[config.mk]
export PLATFORM = sky130hd
export DESIGN_NAME = link_bringup_ctrl
export DESIGN_NICKNAME = d
export VERILOG_FILES = /design/src/rtl/link_bringup_ctrl.sv
export SDC_FILE = /design/constraint.sdc
export NUM_CORES = 1
export LEC_CHECK = 0
export BUFFER_PORTS_ARGS = -buffer_cell sky130_fd_sc_hd__buf_2
export CELL_PAD_IN_SITES_DETAIL_PLACEMENT = 2
export CELL_PAD_IN_SITES_GLOBAL_PLACEMENT = 2
export CORE_ASPECT_RATIO = 0.6
export CORE_UTILIZATION = 30
export DETAILED_ROUTE_END_ITERATION = 7
export PLACE_DENSITY = 0.74
export SLEW_MARGIN = 20
export SYNTH_ARGS = -nofsm -noshare
export SYNTH_HDL_FRONTEND = slang
export SYNTH_SLANG_ARGS = --single-unit
[constraint.sdc]
create_clock -name clk -period 2.1 [get_ports clk]
set_input_delay 0.315 -clock clk [delete_from_list [all_inputs] [get_ports clk]]
set_output_delay 0.315 -clock clk [all_outputs]
set_load 0.01 [all_outputs]
[src/rtl/link_bringup_ctrl.sv]
module link_bringup_ctrl #(
  parameter bit IS_MASTER     = 1'b1,
  parameter bit HANDSHAKE     = 1'b1,
  parameter int TRY_CYCLES    = 500000,
  parameter int SETTLE_CYCLES = 62500000
) (
  input  logic       clk,
  input  logic       rst_n,
  input  logic       rx_clk_ok,
  input  logic       rx_aligned,
  input  logic       rx_vld,
  input  logic [7:0] rx_k,
  input  logic [7:0] rx_d,
  output logic       tx_en,
  output logic       rx_rst,
  output logic       local_rst,
  output logic [7:0] tx_idle_d,
  output logic       link_up
);
  localparam int         SPAN  = IS_MASTER ? SETTLE_CYCLES : TRY_CYCLES;
  localparam int         CW    = $clog2(SPAN + 1);
  localparam logic [7:0] K_IDL = 8'hBC;
  localparam logic [7:0] K_RST = 8'hFE;
  localparam logic [7:0] D_ID1 = 8'hC5;
  localparam logic [7:0] D_ID2 = 8'h50;

  typedef enum logic [2:0] {ST_START, ST_HUNT, ST_SETTLE, ST_READY, ST_ACTIVE} st_t;

  st_t           st, st_nx;
  logic [CW-1:0] cnt, cnt_nx;

  wire locked  = rx_clk_ok & rx_aligned;
  wire rst_req = rx_vld & (rx_k == K_RST);
  wire idle2   = rx_vld & (rx_k == K_IDL) & (rx_d == D_ID2);
  wire cnt_end = (cnt == CW'(SPAN - 1));

  always_comb begin
    st_nx  = st;
    cnt_nx = cnt;
    if (rst_req) begin
      st_nx  = ST_START;
      cnt_nx = '0;
    end else begin
      unique case (st)
        ST_START:
          if (IS_MASTER) begin
            if (locked && (idle2 || !HANDSHAKE)) begin
              st_nx  = ST_SETTLE;
              cnt_nx = '0;
            end
          end else if (rx_clk_ok) begin
            st_nx  = ST_HUNT;
            cnt_nx = '0;
          end
        ST_HUNT:
          if (!rx_clk_ok)      st_nx = ST_START;
          else if (rx_aligned) st_nx = HANDSHAKE ? ST_READY : ST_ACTIVE;
          else                 cnt_nx = cnt_end ? '0 : cnt + 1'b1;
        ST_SETTLE:
          if (!locked)      st_nx = ST_START;
          else if (cnt_end) st_nx = ST_ACTIVE;
          else              cnt_nx = cnt + 1'b1;
        ST_READY:
          if (!locked)    st_nx = ST_START;
          else if (idle2) st_nx = ST_ACTIVE;
        ST_ACTIVE:
          if (!locked) st_nx = ST_START;
        default: st_nx = ST_START;
      endcase
    end
  end

  always_ff @(posedge clk or negedge rst_n)
    if (!rst_n) begin
      st  <= ST_START;
      cnt <= '0;
    end else begin
      st  <= st_nx;
      cnt <= cnt_nx;
    end

  assign link_up   = (st == ST_ACTIVE);
  assign tx_en     = IS_MASTER ? 1'b1 : (st == ST_READY || st == ST_ACTIVE);
  assign local_rst = !IS_MASTER && (st == ST_START || st == ST_HUNT);
  assign rx_rst    = !IS_MASTER && (st == ST_START || (st == ST_HUNT && cnt == '0));
  assign tx_idle_d = (st == ST_ACTIVE || st == ST_READY) ? D_ID2 : D_ID1;
endmodule

==> results.ini <==
[outcome]
status=finished clean

[critical_path]
max_stage_delay_ps=430
r2r_setup_slack_ps=60
cp_num_buf_inv=1
crit_start=cnt[0]
critPathMaxFanout=6
worstPathRequired_ps=2310
critPathSlowestCell=or3_4
crit_chain=ha_4, and3_4, nand4_4, nor2_4, or3_4, buf_6, or3_4, o21ai_2
r2r_start=cnt[0]
crit_arrival_ps=2250
path_delay_family=simple AND/OR/NAND/NOR gates
crit_type=reg -> reg
path_common_cell=or3_4
crit_path_end_kind=flop
setup.worst_path.start_class=flop

[final_layout]
syn_to_final_growth_pct=36.9
final-seq-area_um2=728
antenna_cells=0
mostFrequentLayoutCells=buf_4, dfrtp_1, buf_2
fillers=754
layout_commonest_cell=buf_4
fin_nets=333
final_util=0.424
drive_above_1_share=0.349
multiInputGateArea_um2=1300

[clocking]
htree_levels=2
holdBufCountCts=0
cts-root-buf=clkbuf_16
cts_sinks=29
cts_buffers=5
clk_pin_slew_worst_paths_ps=60
cts_buffer_depth=2
cts_tree=yes
insertion_delay_ps=290

[global_route]
grt_max_degree=30
grt_use_met1=0.344
grt_usage=0.250
grt_pass1_vias=2299
antenna_found_initial=0
busiest_layer=met2
grt_pass1_wl_mm=13.0
use_met3=0.0591
grt_overflow=0
grtUsageMet2=0.393

[synthesis]
synth-edff-count=0
synth_area_leaders=dfrtp_1, nand3_1, a21oi_1
ys_warn_count=0
synth_top_area_cell=dfrtp_1
synth_area_um2=2070
syn_inst=243
yosys_register_bits=29
synth_top_area_share=0.351
syn_avg_cell_area_um2=8.51
synth.distinct_cells=59
yosysSeqAreaShare=0.351
async_reset_ff_frac=1.00
synth_ff_type=dfrtp_1

[route]
vias=2202
vias_per_cell=5.52
ant_nets=0
drt_iter0_markers=110
post_drt_wl_per_cell_um=21.0
wl_mm=8.36
firstDrtPassIters=4
remaining_drc_errors=0

[floorplanning]
row_count=23
io_pins=33
die_width_um=109
start_util=0.310
core_um2=6680
die_h_um=66.3
design.die.area_um2=7240

[placed_design]
gp_congestion=0.832
portBuffers=25
place_ws_ps=-83.4
post-dp-hpwl_mm=6.26

[sta]
slew_viol_final=0
worst_slack_ps=57.5
max-slew-margin-rel=0.513
hold_violations=0
final.period_utilization=0.973
clock_skew_ps=5.62
tightest_slew_ps=730
finalSetupViolCount=0
fmax_ghz=0.490
min_period_ps=2040
whs_ps=78.4

[power]
power_leakage_nw=1.30
power_mw=1.42
p_per_area_nw_per_um2=502
irDropWorstVdd_uv=567

[run]
drv_cap=0

[hold_path]
hold_class=in -> async

## per-layer routing
| metal | part of all wire | routed length, um | vias to the layer above |
|---|---|---|---|
| met5 | 0 | 0 | - |
| met4 | 0.0069 | 58 | 0 |
| met3 | 0.028 | 233 | 5 |
| met2 | 0.46 | 3830 | 24 |
| met1 | 0.51 | 4250 | 1148 |
| li1 | - | - | 1025 |
## cells by family after synthesis
| kind of cell | count (synthesis) | synth area share |
|---|---|---|
| AOI/OAI and AO/OA | 56 | 0.178 |
| xor gates and xnor gates | 1 | 0.00424 |
| adders and majority gates | 1 | 0.00605 |
| buffers and inverters | 30 | 0.0823 |
| DFF | 29 | 0.351 |
| muxes | 5 | 0.0242 |
| other | 2 | 0.00363 |
| and+or+nand+nor | 119 | 0.351 |
## state kept, by name, summed over array words and instances (netlist names)
name,flops
st,3
cnt,26
## final timing paths
check                               end  cells past startpoint
max in group asynchronous        cnt[5]                      1
worst min register to register  cnt[16]                      1
worst min-delay path              st[0]                      1
worst max register to register  cnt[11]                      8
min in group clk                  st[2]                      2
worst max-delay path            cnt[11]                      8
## final cells by class
type	instances	share of cell area
sequential	29	0.257
timing repair buffer	72	0.180
inverter	13	0.0172
tap	87	0.0384
multi-input combinational	190	0.458
clock buffer	6	0.0455
clock inverter	2	0.00354
## synth_stat cells, drive strengths merged (7+ instances only)
cell,instances
a21oi,20
and2,7
and3,9
buf,16
dfrtp,29
inv,13
nand2,24
nand3,21
nand4,7
nor2,8
o211ai,7
o21ai,12
or3,12
## worst register-to-register path, cell delays in order, from the launching register on
cell     delay [ps]
dfrtp_1         410
ha_4            190
and3_4          200
nand4_4          80
nor2_4           50
or3_4           430
buf_6           160
or3_4           370
o21ai_2          80
## stage by stage
step,setup TNS (ps),instance area (um2),cells
finish,0,2830,399
global route,-30.1,2830,399
CTS,0,2720,397
detailed placement,-575,2560,388
global placement,0,2560,388
floorplan,0,2090,248
## power by group
part           switching (mW)  leakage [nW]  internal (mW)  total [mW]
Sequential             0.0177         0.357          0.575       0.593
Clock                   0.281        0.0706          0.435       0.716
Combinational          0.0621         0.874         0.0485       0.111
Total                   0.361          1.30           1.06        1.42
## timing repair
item | in CTS | in global routing
endpoints found under the setup margin | 16 | 25
buffers inserted | 1 | 1
pin swaps | 2 | 7
gates resized for setup | 4 | 18
cloned | 0 | 1
Power figures use the tool's default switching activity.
